## config.mk

```make
export PLATFORM = sky130hd
export DESIGN_NAME = mbx_irq_ctrl
export DESIGN_NICKNAME = d
export VERILOG_FILES = /design/src/rtl/mbx_irq_pkg.sv /design/src/rtl/mbx_data_regs.sv /design/src/rtl/mbx_status_reg.sv /design/src/rtl/mbx_irq_gen.sv /design/src/rtl/mbx_irq_ctrl.sv
export SDC_FILE = /design/constraint.sdc
export NUM_CORES = 1
export LEC_CHECK = 0
export BUFFER_PORTS_ARGS = -buffer_cell sky130_fd_sc_hd__buf_2
export CAP_MARGIN = 30
export CORE_MARGIN = 2
export CORE_UTILIZATION = 60
export DETAILED_ROUTE_END_ITERATION = 8
export MAX_ROUTING_LAYER = met4
export PLACE_DENSITY = 0.89
export SYNTH_ARGS = -nofsm -noshare
export SYNTH_HDL_FRONTEND = slang
export SYNTH_SLANG_ARGS = --single-unit
```

## constraint.sdc

```tcl
create_clock -name clk -period 6.8 [get_ports clk]
set_input_delay 1.7 -clock clk [delete_from_list [all_inputs] [get_ports clk]]
set_output_delay 1.7 -clock clk [all_outputs]
set_load 0.02 [all_outputs]
```

## src/rtl/mbx_irq_pkg.sv

```systemverilog
package mbx_irq_pkg;

  localparam int unsigned REG_W       = 32;
  localparam int unsigned WR_FAIL_POS = 0;
  localparam int unsigned RD_FAIL_POS = 1;
  localparam int unsigned MBOX_POS_LO = 16;
  localparam int unsigned MBOX_MAX    = 8;

  typedef logic [REG_W-1:0] reg_word_t;

  // Positions of the status word that carry a real flag.
  function automatic reg_word_t impl_mask(input int unsigned n_mbox);
    reg_word_t m;
    m = '0;
    m[WR_FAIL_POS] = 1'b1;
    m[RD_FAIL_POS] = 1'b1;
    for (int unsigned k = 0; k < MBOX_MAX; k++) begin
      if (k < n_mbox) m[MBOX_POS_LO + k] = 1'b1;
    end
    return m;
  endfunction

  // Positions the host clear register may touch.
  function automatic reg_word_t fail_mask();
    reg_word_t m;
    m = '0;
    m[WR_FAIL_POS] = 1'b1;
    m[RD_FAIL_POS] = 1'b1;
    return m;
  endfunction

endpackage

```

## src/rtl/mbx_data_regs.sv

```systemverilog
module mbx_data_regs
  import mbx_irq_pkg::*;
#(
  parameter  int unsigned NUM_MBOX = 8,
  localparam int unsigned IDX_W    = (NUM_MBOX > 1) ? $clog2(NUM_MBOX) : 1
) (
  input  logic                clk,
  input  logic                rst_n,
  input  logic [NUM_MBOX-1:0] wr_hit,
  input  reg_word_t           wr_data,
  input  logic [IDX_W-1:0]    rd_idx,
  output reg_word_t           rd_data
);

  logic [NUM_MBOX-1:0][REG_W-1:0] slot_vec;

  for (genvar g = 0; g < NUM_MBOX; g++) begin : g_slot
    reg_word_t slot_d;
    reg_word_t slot_q;

    always_comb begin
      slot_d = wr_data;
    end

    always_ff @(posedge clk or negedge rst_n) begin
      if (!rst_n) begin
        slot_q <= '0;
      end else if (wr_hit[g]) begin
        slot_q <= slot_d;
      end
    end

    assign slot_vec[g] = slot_q;
  end

  always_comb begin
    rd_data = slot_vec[rd_idx];
  end

endmodule

```

## src/rtl/mbx_status_reg.sv

```systemverilog
module mbx_status_reg
  import mbx_irq_pkg::*;
#(
  parameter int unsigned NUM_MBOX = 8
) (
  input  logic      clk,
  input  logic      rst_n,
  input  reg_word_t set_vec,
  input  reg_word_t clr_vec,
  output reg_word_t sts_q
);

  localparam reg_word_t IMPL = impl_mask(NUM_MBOX);

  reg_word_t sts_d;
  logic      sts_ce;

  // Clear is applied first, so a set in the same cycle survives.
  always_comb begin
    sts_d  = ((sts_q & ~clr_vec) | set_vec) & IMPL;
    sts_ce = |((set_vec | clr_vec) & IMPL);
  end

  always_ff @(posedge clk or negedge rst_n) begin
    if (!rst_n) begin
      sts_q <= '0;
    end else if (sts_ce) begin
      sts_q <= sts_d;
    end
  end

endmodule

```

## src/rtl/mbx_irq_gen.sv

```systemverilog
module mbx_irq_gen
  import mbx_irq_pkg::*;
#(
  parameter int unsigned NUM_MBOX = 8
) (
  input  logic      clk,
  input  logic      rst_n,
  input  logic      en_we,
  input  reg_word_t en_wdata,
  input  reg_word_t sts,
  output reg_word_t en_q,
  output logic      irq_o
);

  localparam reg_word_t IMPL = impl_mask(NUM_MBOX);

  reg_word_t en_d;
  logic      irq_d;
  logic      irq_q;

  always_comb begin
    en_d  = en_wdata & IMPL;
    irq_d = |(sts & en_q);
  end

  always_ff @(posedge clk or negedge rst_n) begin
    if (!rst_n) begin
      en_q <= '0;
    end else if (en_we) begin
      en_q <= en_d;
    end
  end

  always_ff @(posedge clk or negedge rst_n) begin
    if (!rst_n) begin
      irq_q <= 1'b0;
    end else begin
      irq_q <= irq_d;
    end
  end

  assign irq_o = irq_q;

endmodule

```

## src/rtl/mbx_irq_ctrl.sv

```systemverilog
module mbx_irq_ctrl
  import mbx_irq_pkg::*;
#(
  parameter int unsigned       NUM_MBOX        = 8,
  parameter int unsigned       ADDR_W          = 14,
  parameter logic [ADDR_W-1:0] LOC_STATUS_ADDR = 14'h3060,
  parameter logic [ADDR_W-1:0] LOC_ENABLE_ADDR = 14'h3070,
  parameter logic [ADDR_W-1:0] LOC_MBX_BASE    = 14'h3B20,
  parameter logic [ADDR_W-1:0] HOST_MBX_BASE   = 14'h0B00,
  parameter logic [ADDR_W-1:0] HOST_CLR_ADDR   = 14'h0040
) (
  input  logic              clk,
  input  logic              rst_n,
  input  logic              link_wr_fail,
  input  logic              link_rd_fail,
  input  logic              h_wr_en,
  input  logic [ADDR_W-1:0] h_addr,
  input  logic [REG_W-1:0]  h_wdata,
  input  logic              l_wr_en,
  input  logic [ADDR_W-1:0] l_addr,
  input  logic [REG_W-1:0]  l_wdata,
  output logic [REG_W-1:0]  l_rdata,
  output logic              irq_o
);

  localparam int unsigned       IDX_W    = (NUM_MBOX > 1) ? $clog2(NUM_MBOX) : 1;
  localparam logic [ADDR_W-1:0] MBX_SPAN = ADDR_W'(4 * NUM_MBOX);
  localparam reg_word_t         HCLR_M   = fail_mask();

  logic [NUM_MBOX-1:0] mbx_hit;
  logic                host_clr_we;
  logic                loc_sts_we;
  logic                loc_en_we;
  logic [ADDR_W-1:0]   l_off;
  logic                l_mbx_sel;
  logic [IDX_W-1:0]    rd_idx;
  reg_word_t           mbx_rd;
  reg_word_t           sts_set;
  reg_word_t           sts_clr;
  reg_word_t           sts_q;
  reg_word_t           en_q;

  // Host-side decode: one strobe per mailbox slot.
  for (genvar g = 0; g < NUM_MBOX; g++) begin : g_hdec
    localparam logic [ADDR_W-1:0] SLOT_A = HOST_MBX_BASE + ADDR_W'(4 * g);
    assign mbx_hit[g] = h_wr_en && (h_addr == SLOT_A);
  end

  assign host_clr_we = h_wr_en && (h_addr == HOST_CLR_ADDR);
  assign loc_sts_we  = l_wr_en && (l_addr == LOC_STATUS_ADDR);
  assign loc_en_we   = l_wr_en && (l_addr == LOC_ENABLE_ADDR);

  // Local-side slot window: aligned words inside the mailbox span.
  always_comb begin
    l_off     = l_addr - LOC_MBX_BASE;
    l_mbx_sel = (l_addr >= LOC_MBX_BASE) && (l_off < MBX_SPAN) && (l_addr[1:0] == 2'b00);
    rd_idx    = l_off[IDX_W+1:2];
  end

  always_comb begin
    sts_set = '0;
    sts_set[WR_FAIL_POS] = link_wr_fail;
    sts_set[RD_FAIL_POS] = link_rd_fail;
    sts_set[MBOX_POS_LO +: NUM_MBOX] = mbx_hit;
    sts_clr = '0;
    if (loc_sts_we)  sts_clr = sts_clr | l_wdata;
    if (host_clr_we) sts_clr = sts_clr | (h_wdata & HCLR_M);
  end

  mbx_data_regs #(.NUM_MBOX(NUM_MBOX)) data_i (
    .clk     (clk),
    .rst_n   (rst_n),
    .wr_hit  (mbx_hit),
    .wr_data (h_wdata),
    .rd_idx  (rd_idx),
    .rd_data (mbx_rd)
  );

  mbx_status_reg #(.NUM_MBOX(NUM_MBOX)) status_i (
    .clk     (clk),
    .rst_n   (rst_n),
    .set_vec (sts_set),
    .clr_vec (sts_clr),
    .sts_q   (sts_q)
  );

  mbx_irq_gen #(.NUM_MBOX(NUM_MBOX)) irq_i (
    .clk      (clk),
    .rst_n    (rst_n),
    .en_we    (loc_en_we),
    .en_wdata (l_wdata),
    .sts      (sts_q),
    .en_q     (en_q),
    .irq_o    (irq_o)
  );

  always_comb begin
    l_rdata = '0;
    if (l_addr == LOC_STATUS_ADDR) begin
      l_rdata = sts_q;
    end else if (l_addr == LOC_ENABLE_ADDR) begin
      l_rdata = en_q;
    end else if (l_mbx_sel) begin
      l_rdata = mbx_rd;
    end
  end

endmodule

```

==> flow_summary.yaml, run 1 <==
floorplanning:
  die_width_um: 151
  initial_core_util_pct: 61.2
  top_level_ports: 131
  placementRows: 53
  die_y_um: 151
  die_area_mm2: 0.0227
  core_area_mm2: 0.0211
placement:
  placedInstanceArea_mm2: 0.0137
  dp_hpwl_mm: 17.2
  dpl_worst_slack_ps: 1120
  finalWeightedCongestion: 0.898
  buffer_ports.inserted: 108
yosys:
  area_fraction_of_the_dominant_cell_type_after_synthesis_pct: 53.7
  synth_net_count: 922
  synthMostInstantiatedCell: "dfrtp_1"
  asyncSetResetFlopFracSynth_pct: 100
  synthTopCellsByArea: "dfrtp_1 (54%), mux2_1 (23%), mux4_2 (11%)"
  post-synth-top-area-cell: "dfrtp_1"
  synth_edf_count: 0
  ys_dominant_reg_cell: "dfrtp_1"
  yosysWarnings: 0
  avgSynthCellArea_um2: 15.7
  synthesis.area_mm2: 0.0129
  synth_cell_type_count: 48
  post_synth_inst_count: 823
  synth_seq_area_share_pct: 53.7
  synth_top_cells_by_count: "dfrtp_1 (277), mux2_1 (263), mux4_2 (64), mux2i_1 (26), nor2_1 (24)"
  post_synthesis_sequential_element_count: 277
final_layout:
  design_area_mm2: 0.0146
  final_util_pct: 69.1
  area_growth_syn_to_layout_pct: 12.9
  layout-drive-gt1-share_pct: 27.6
  ff_latch_area_mm2: 0.00693
  multiInputGateArea_mm2: 0.00556
  n_fill_cell: 1343
  final_net_count: 1025
worst_setup_path:
  critical_path.max_stage_delay_ps: 690
  crit_slowest_cell: "buf_2"
  crit_fanout: 33
  worst_path_dominant_cell_family: "buffers and inverters"
  arrival_ps: 4030
  worstPathCellList: "buf_2 -> buf_4 -> mux4_2 -> mux2_2 -> a221oi_1 -> a21oi_1 -> buf_2"
  worstReg2RegEnd: "irq_i.irq_o$_DFF_PN0_"
  startpoint_type: "input port"
  timing.critical_path.mode_cell: "buf_2"
  regToRegSetupSlack_ps: 5580
  worst-setup-path-type: "input port to output pin"
  r2r.worst_path.cells: 3
  crit_path_end_kind: "output pin"
  crit_required_ps: 5100
  rr_startpoint: "status_i.sts_q[23]$_DFFE_PN0P_"
  timing.critical_path.buf_inv: 3
hold_path:
  worst_hold_path_type: "register to register"
  worstHoldStart: "data_i.g_slot[2].slot_q[25]$_DFFE_PN0P_"
  holdPathEnd: "data_i.g_slot[2].slot_q[25]$_DFFE_PN0P_"
  min_delay_path_depth: 1
clock_network:
  clk_path_buf_depth: 3
  total_setup_buffers_inserted_after_cts: 0
  cts_hold_buffers_added: 0
  clk_pin_slew_ps: 60
  insertion_delay_of_the_later_clocked_pin_in_the_worst_skew_pair_ps: 550
  root_buffer: "clkbuf_16"
  tritoncts: "yes"
  tritoncts.num_buffers: 29
  cts-resized-gates: 0
  cts_sinks: 277
  cts_htree_levels: 1
sta:
  timing.final.ws_setup_ps: 1070
  finalSetupTns_ps: 0
  rsz0062_at_grt: "false"
  fin_hold_ws_ps: 477
  timing.clock.skew_ps: 5.85
  max_slew.worst_pin.slew_ps: 919
  achievable-frequency_ghz: 0.175
  setup-violations-final: 0
  period_needed_ps: 5730
  slew_viol_final: 0
  timing.max_slew.rel_slack_pct: 38.8
  hold_viol: 0
  final_min_period_over_clock_period_pct: 84.3
global_routing:
  met2_usage_in_global_routing_pct: 42.4
  grt_max_degree: 78
  grt_antenna_before_repair: 2
  grt_overflow_total: 0
  groute.layer.met3.usage_pct: 5.00
  global_route.usage.total_pct: 26.1
  grt_pass1_wl_mm: 43.9
  met1_usage_pct: 33.4
  first_global_vias: 8219
  busiest_layer: "met2"
routing:
  routed_wire_length_per_instance_um: 22.9
  drt_first_iter_violations: 553
  postRouteAntennaNets: 0
  avgViaCountPerCell: 6.22
  routed-via-count: 7582
  drt_wl_total_mm: 27.9
  drt-pass1-iter-count: 4
  drc_errors: 0
power:
  vdd_drop_max_mv: 0.212
  p_per_area_mw_per_mm2: 223
  leakage_uw: 0.00755
outcome:
  status: "complete, no violations"
run:
  timing.max_cap.violations: 0
## metal layers
metal	vias to the layer above	share of wire, %
met5	-	0
met4	0	3.1
met3	67	5.8
met2	229	50
met1	3988	41
li1	3298	-
## cell families after synthesis
logic type | count (synthesis) | synth area share (%)
compound gates | 45 | 2.27
xor+xnor | 1 | 0.0678
fa+ha+maj | 1 | 0.0969
buf+inv | 66 | 3.29
flops | 277 | 53.7
mux | 362 | 36.9
simple gates | 71 | 3.70
## worst max-delay path by stage
stage	startpoint	end	slack (ps)	depth (start not counted)
floorplan	l_addr[6]	l_rdata[0]	1890	6
global placement	l_addr[3]	l_rdata[20]	1130	7
detailed placement	l_addr[2]	l_rdata[17]	1120	6
CTS	l_addr[2]	l_rdata[17]	1110	6
global route	l_addr[3]	l_rdata[20]	980	7
finish	l_addr[3]	l_rdata[20]	1070	7
## stage by stage
stage	total power (µW)	cells
finish	3250	1218
detailed placement	1820	1168
global route	3360	1217
floorplan	1730	823
global placement	1820	1161
CTS	3270	1213
## state kept, by name (all words and copies together) (netlist names)
register	flops
data_i.g_slot.slot_q	256
irq_i.en_q	10
irq_i.irq_o	1
status_i.sts_q	10
## worst register-to-register path, stage by stage, from the launching register on
cell and delay [ps]:
dfrtp_1 400, a22o_1 240, a221oi_1 300, nand4_1 150
## cells in the final DEF (no fill, tap or decap), types with 2 or more instances in the layout
| cell | count |
|---|---|
| nor3_1 | 2 |
| nand2_2 | 2 |
| inv_1 | 10 |
| buf_12 | 7 |
| clkbuf_8 | 6 |
| and2_2 | 6 |
| mux4_2 | 64 |
| nor2_1 | 24 |
| and3_1 | 4 |
| clkbuf_16 | 29 |
| and3b_1 | 2 |
| nand2_1 | 7 |
| clkbuf_1 | 5 |
| nor4_4 | 2 |
| diode_2 | 3 |
| clkinv_2 | 2 |
| mux2i_1 | 26 |
| nor2b_1 | 2 |
| a31oi_1 | 9 |
| mux2_1 | 263 |
| a21oi_1 | 13 |
| o21ai_1 | 4 |
| buf_16 | 2 |
| dfrtp_1 | 277 |
| o22ai_1 | 2 |
| a221oi_1 | 7 |
| buf_4 | 12 |
| nand4_1 | 3 |
| inv_6 | 2 |
| nor4_1 | 2 |
| mux2_2 | 9 |
| a22oi_1 | 7 |
| buf_2 | 106 |
## area by class of cell
class	instances	area share, %
Timing Repair Buffer	128	5.70
Inverter	10	0.257
Tap cell	275	2.36
Multi-Input combinational cell	480	38.2
Antenna cell	3	0.0515
Clock buffer	40	5.67
Clock inverter	5	0.240
Sequential cell	277	47.5
## power by group
part / internal (µW) / switching [µW] / leakage, µW
logic: 47.1 / 93.5 / 0.00327
clock network: 837 / 617 / 0.000423
registers: 1650 / 1.09 / 0.00386
Power figures use the tool's default switching activity.
==> run 2, diff against run 1 <==
ABC_AREA = 1   (was default)
CORE_UTILIZATION = 54   (was 60)
PLACE_DENSITY = 0.85   (was 0.89)
clock period = 4.7 ns   (was 6.8 ns; I/O delays follow)
==> flow_summary.yaml, run 2 <==
worst_setup_path:
  crit_fanout: 30
  crit_path_end_kind: "output pin"
  startpoint_type: "input port"
  worst-setup-path-type: "input port to output pin"
  r2r.worst_path.cells: 4
  cp-startpoint: "l_addr[2]"
  crit_required_ps: 3520
  rr_startpoint: "status_i.sts_q[19]$_DFFE_PN0P_"
  arrival_ps: 2910
yosys:
  asyncSetResetFlopFracSynth_pct: 100
  synthMostInstantiatedCell: "nand2_1"
  post_synth_inst_count: 1607
  yosysWarnings: 0
  avgSynthCellArea_um2: 8.14
  synth_seq_area_share_pct: 53.0
  post_synthesis_sequential_element_count: 277
  synth_edf_count: 0
  synth_net_count: 1706
  synthTopCellsByArea: "dfrtp_1 (53%), nand2_1 (16%), o21ai_0 (7.0%)"
  area_fraction_of_the_dominant_cell_type_after_synthesis_pct: 53.0
  synth_cell_type_count: 28
  combinational_family_with_the_most_area_after_synthesis: "simple AND/OR/NAND/NOR gates"
  synth_compound_area_share_pct: 13.9
  synthesis.area_mm2: 0.0131
  multiplexer_share_of_the_synthesized_area_pct: 0
  share_of_synthesized_cell_area_in_full_adder_half_adder_and_majority_cells_pct: 0.0957
  ys_dominant_reg_cell: "dfrtp_1"
  synth_xor_xnor_area_share_pct: 0
  synth_simple_gate_area_share_pct: 25.2
  synth_top_cells_by_count: "nand2_1 (562), dfrtp_1 (277), o21ai_0 (182), nand3_1 (146), o21ai_1 (121)"
  post-synth-top-area-cell: "dfrtp_1"
routing:
  routed-via-count: 11476
  drc_errors: 0
  drt_first_iter_violations: 1265
  routed_wire_length_per_instance_um: 16.9
  drt-pass1-iter-count: 6
  drt_wl_total_mm: 33.7
  postRouteAntennaNets: 0
  avgViaCountPerCell: 5.75
power:
  p_per_area_mw_per_mm2: 345
  leakage_uw: 0.00692
  vdd_drop_max_mv: 0.289
  post-layout-total-power_uw: 5000
sta:
  slew_viol_final: 0
  period_needed_ps: 4080
  fin_hold_ws_ps: 472
  timing.max_slew.rel_slack_pct: 48.7
  finalSetupTns_ps: 0
  rsz0062_at_grt: "false"
  setup-violations-final: 0
  timing.clock.skew_ps: 2.18
  final_min_period_over_clock_period_pct: 86.8
  max_slew.worst_pin.slew_ps: 767
  achievable-frequency_ghz: 0.245
  hold_viol: 0
global_routing:
  grt_pass1_wl_mm: 56.6
  first_global_vias: 11342
  grt_overflow_total: 0
  grt_max_degree: 105
  grt_antenna_before_repair: 0
  global_route.usage.total_pct: 27.6
floorplanning:
  die_width_um: 160
  top_level_ports: 131
  core_area_mm2: 0.0236
  initial_core_util_pct: 55.4
  die_y_um: 160
  placementRows: 56
  die_area_mm2: 0.0255
final_layout:
  largest_register_ffs: 256
  insertedDiodeCount: 0
  final_common_cell: "nand2_1"
  biggestRegsByFlops: "data_i.g_slot.slot_q (256), irq_i.en_q (10), status_i.sts_q (10)"
  area_growth_syn_to_layout_pct: 10.7
  design_area_mm2: 0.0145
  largest_register: "data_i.g_slot.slot_q"
  layout-drive-gt1-share_pct: 12.2
  layout_common_cells: "nand2_1 (554), dfrtp_1 (277), o21ai_0 (182)"
  final_cell_count_no_fill: 1997
  final_net_count: 1756
placement:
  buffer_ports.inserted: 108
  dp.cells: 1946
  placedInstanceArea_mm2: 0.0135
  finalWeightedCongestion: 0.876
  dp_hpwl_mm: 18.7
clock_network:
  clk_pin_slew_ps: 60
  cts_sinks: 277
  clk_path_buf_depth: 3
  cts_hold_buffers_added: 0
  root_buffer: "clkbuf_16"
  cts_htree_levels: 1
  total_setup_buffers_inserted_after_cts: 0
  insertion_delay_of_the_later_clocked_pin_in_the_worst_skew_pair_ps: 540
  cts-resized-gates: 0
  tritoncts.num_buffers: 28
  tritoncts: "yes"
hold_path:
  min_delay_path_depth: 2
  worstHoldStart: "irq_i.en_q[0]$_DFFE_PN0P_"
  worst_hold_path_type: "register to register"
outcome:
  status: "complete, no violations"
run:
  timing.max_cap.violations: 0
## run 2: changes by cell type after synthesis, sizes merged, moves of 14 or more
cell,previous run,this run
nand2,9,568
o21ai,4,303
mux2,272,0
nand3,0,146
mux4,64,0
inv,10,64
nor2,24,75
buf,55,88
mux2i,26,0
clkbuf,1,22
o22ai,2,23
a21oi,13,27
## run 2: metrics by stage
| step | util (%) | setup WS, ps |
|---|---|---|
| after global routing | 61.3 | 540 |
| after floorplan | - | 1140 |
| after CTS | 61.3 | 670 |
| after global placement | 57.2 | 662 |
| after detailed placement | 57.2 | 676 |
| final | 61.3 | 620 |
## run 2: critical path: stages
cell	delay, ps
buf_4	230
inv_4	320
buf_4	400
nand2_1	90
nand3_1	90
nand3_1	90
a21oi_1	280
buf_2	220
## run 2: report_power, final
| part | internal, µW | switching [µW] | leakage, µW | total [µW] |
|---|---|---|---|---|
| registers | 2390 | 1.70 | 0.00386 | 2390 |
| clock network | 1390 | 921 | 0.000481 | 2310 |
| logic | 80.1 | 214 | 0.00258 | 294 |
| total | 3860 | 1140 | 0.00692 | 5000 |
## run 2: final timing paths
kind                                                                to  slack [ps]
min in group asynchronous       data_i.g_slot[6].slot_q[2]$_DFFE_PN0P_         610
worst max-delay path                                       l_rdata[29]         620
worst min register to register               irq_i.en_q[0]$_DFFE_PN0P_         470
worst max register to register                   irq_i.irq_o$_DFF_PN0_        3680
worst min-delay path                         irq_i.en_q[0]$_DFFE_PN0P_         470
max in group asynchronous       data_i.g_slot[7].slot_q[1]$_DFFE_PN0P_        3080
## run 2: cells by family after synthesis
family,after synthesis
AO/OA/AOI/OAI,355
adder cells (fa/ha/maj),1
buffers and inverters,174
flip-flops,277
AND/OR/NAND/NOR,800
## run 2: layer usage
| layer | up-vias | GRT usage (%) | wire length, µm |
|---|---|---|---|
| li1 | 5360 | - | - |
| met1 | 5444 | 35.8 | 13600 |
| met2 | 586 | 44.5 | 16300 |
| met3 | 86 | 3.90 | 2880 |
| met4 | 0 | 10.4 | 979 |
| met5 | - | - | 0 |
## run 2: cell type report
| class | count | area (µm²) |
|---|---|---|
| clock buffers | 37 | 785 |
| clock inverters | 14 | 188 |
| fillers | 1901 | 9130 |
| inverters | 64 | 243 |
| multi-input cells | 1156 | 5140 |
| flip-flops and latches | 277 | 6930 |
| well taps | 319 | 399 |
| repair buffers | 130 | 793 |
==> run 3, diff against run 2 <==
BUFFER_PORTS_ARGS = -buffer_cell sky130_fd_sc_hd__buf_4   (was -buffer_cell sky130_fd_sc_hd__buf_2)
==> flow_summary.yaml, run 3 (same netlist as run 2, synthesis figures left out) <==
sta:
  period_needed_ps: 4280
  final_min_period_over_clock_period_pct: 91.0
  setup-violations-final: 0
  finalSetupTns_ps: 0
  timing.clock.skew_ps: 4.53
  hold_viol: 0
  timing.max_slew.rel_slack_pct: 32.3
  rsz0062_at_grt: "false"
  slew_viol_final: 0
  timing.final.ws_setup_ps: 422
  max_slew.worst_pin.slew_ps: 1010
  achievable-frequency_ghz: 0.234
  fin_hold_ws_ps: 481
routing:
  routed-via-count: 11471
  drt_wl_total_mm: 34.0
  drc_errors: 0
  routed_wire_length_per_instance_um: 17.0
  drt-pass1-iter-count: 5
  postRouteAntennaNets: 0
  avgViaCountPerCell: 5.74
  drt_first_iter_violations: 1118
worst_setup_path:
  rr_startpoint: "status_i.sts_q[19]$_DFFE_PN0P_"
  startpoint_type: "input port"
  cp-startpoint: "l_addr[5]"
  worstPathCellList: "buf_4 -> inv_1 -> ha_1 -> nand2_1 -> nor2_1 -> nand2_1 -> nor2_1 -> inv_1 -> buf_4 -> a21oi_1 -> buf_4"
  critical_path.max_stage_delay_ps: 310
  crit_slowest_cell: "inv_1"
  cp-endpoint: "l_rdata[13]"
  worst-setup-path-type: "input port to output pin"
  arrival_ps: 3100
  crit_required_ps: 3520
  crit_path_end_kind: "output pin"
  crit_fanout: 9
  regToRegSetupSlack_ps: 3670
  timing.critical_path.mode_cell: "buf_4"
  r2r.worst_path.cells: 4
  worstReg2RegEnd: "irq_i.irq_o$_DFF_PN0_"
clock_network:
  tritoncts: "yes"
  total_setup_buffers_inserted_after_cts: 0
  cts_sinks: 277
  tritoncts.num_buffers: 28
  clk_pin_slew_ps: 60
  root_buffer: "clkbuf_16"
  cts_hold_buffers_added: 0
  cts_htree_levels: 1
  clk_path_buf_depth: 3
  cts-resized-gates: 0
  insertion_delay_of_the_later_clocked_pin_in_the_worst_skew_pair_ps: 540
global_routing:
  global_route.usage.total_pct: 27.7
  first_global_vias: 11222
  grt_overflow_total: 0
  grt_antenna_before_repair: 0
  grt_pass1_wl_mm: 56.4
  grt_max_degree: 94
final_layout:
  biggestRegsByFlops: "data_i.g_slot.slot_q (256), irq_i.en_q (10), status_i.sts_q (10)"
  final_common_cell: "nand2_1"
  layout-drive-gt1-share_pct: 12.0
  area_growth_syn_to_layout_pct: 12.3
  largest_register: "data_i.g_slot.slot_q"
  insertedDiodeCount: 0
  final_cell_count_no_fill: 1998
  largest_register_ffs: 256
  layout_common_cells: "nand2_1 (554), dfrtp_1 (277), o21ai_0 (182)"
  final_util_pct: 62.2
  final_net_count: 1760
run:
  timing.max_cap.violations: 0
power:
  power_report.internal_total_uw: 3710
  power_frac_seq_pct: 49.4
  p_per_area_mw_per_mm2: 329
  vdd_drop_max_mv: 0.311
  swShare_pct: 23.3
  power.net_switching_uw: 1130
  power.share.combinational_pct: 6.5
  leakage_uw: 0.00695
  pwr-share-clk_pct: 44.1
floorplanning:
  placementRows: 56
  core_area_mm2: 0.0236
  initial_core_util_pct: 55.4
  die_width_um: 160
  die_area_mm2: 0.0255
  die_y_um: 160
  top_level_ports: 131
hold_path:
  worst_hold_path_type: "register to register"
placement:
  dpl_worst_slack_ps: 486
  buffer_ports.inserted: 108
  dp_hpwl_mm: 19.3
  finalWeightedCongestion: 0.886
  dp.cells: 1950
outcome:
  status: "complete, no violations"
-- run 3: cell count changes in the layout (fill, tap and decap cells not counted) --
cell / change
clkbuf_8: +3
clkinv_2: -4
inv_6: +1
buf_4: +109
clkbuf_1: +4
buf_2: -106
buf_12: +1
inv_4: -1
clkinv_4: -1
clkinvlp_4: -1
bufinv_16: -4
-- run 3: worst min path at each step --
stage	cells after the start	from	end	slack, ps
after CTS	2	data_i.g_slot[0].slot_q[13]$_DFFE_PN0P_	data_i.g_slot[0].slot_q[13]$_DFFE_PN0P_	480
after global routing	2	data_i.g_slot[4].slot_q[25]$_DFFE_PN0P_	data_i.g_slot[4].slot_q[25]$_DFFE_PN0P_	500
after detailed placement	2	irq_i.en_q[0]$_DFFE_PN0P_	irq_i.en_q[0]$_DFFE_PN0P_	460
after global placement	2	irq_i.en_q[0]$_DFFE_PN0P_	irq_i.en_q[0]$_DFFE_PN0P_	460
after floorplan	2	irq_i.en_q[0]$_DFFE_PN0P_	irq_i.en_q[0]$_DFFE_PN0P_	440
final	2	data_i.g_slot[0].slot_q[11]$_DFFE_PN0P_	data_i.g_slot[0].slot_q[11]$_DFFE_PN0P_	480
-- run 3: metal layers --
metal  global-route usage (%)  wire (µm)
met4                     9.13        875
met5                        -          0
met1                     35.8      13800
met2                     45.7      16700
met3                     3.51       2650
-- run 3: area by class of cell --
| cell class | instances | area [µm²] |
|---|---|---|
| clock inverters | 4 | 35.0 |
| repair buffers | 134 | 1100 |
| inverters | 64 | 241 |
| multi-input cells | 1156 | 5140 |
| flip-flops and latches | 277 | 6930 |
| clock buffers | 44 | 841 |
| well taps | 319 | 399 |
| fillers | 1927 | 8920 |
-- run 3: stage by stage --
step / cell area [µm²] / power (µW)
3_3_place_gp: 13800 / 2740
3_5_place_dp: 13800 / 2740
6_report: 14700 / 4830
4_1_cts: 14700 / 4860
2_1_floorplan: 13100 / 2580
5_1_grt: 14700 / 4990
-- run 3: power groups by stage --
stage	registers, µW	clock network, µW	logic, µW
5_1_grt	2390	2250	347
2_1_floorplan	2430	0	146
4_1_cts	2390	2150	313
3_5_place_dp	2430	0	310
6_report	2390	2130	314
3_3_place_gp	2430	0	306
-- run 3: worst max-delay path: cells and delay by family --
kind,cells,cell delay [ps]
buffers and inverters,5,920
AND/OR/NAND/NOR,4,450
AO/OA/AOI/OAI,1,280
adder cells (fa/ha/maj),1,270
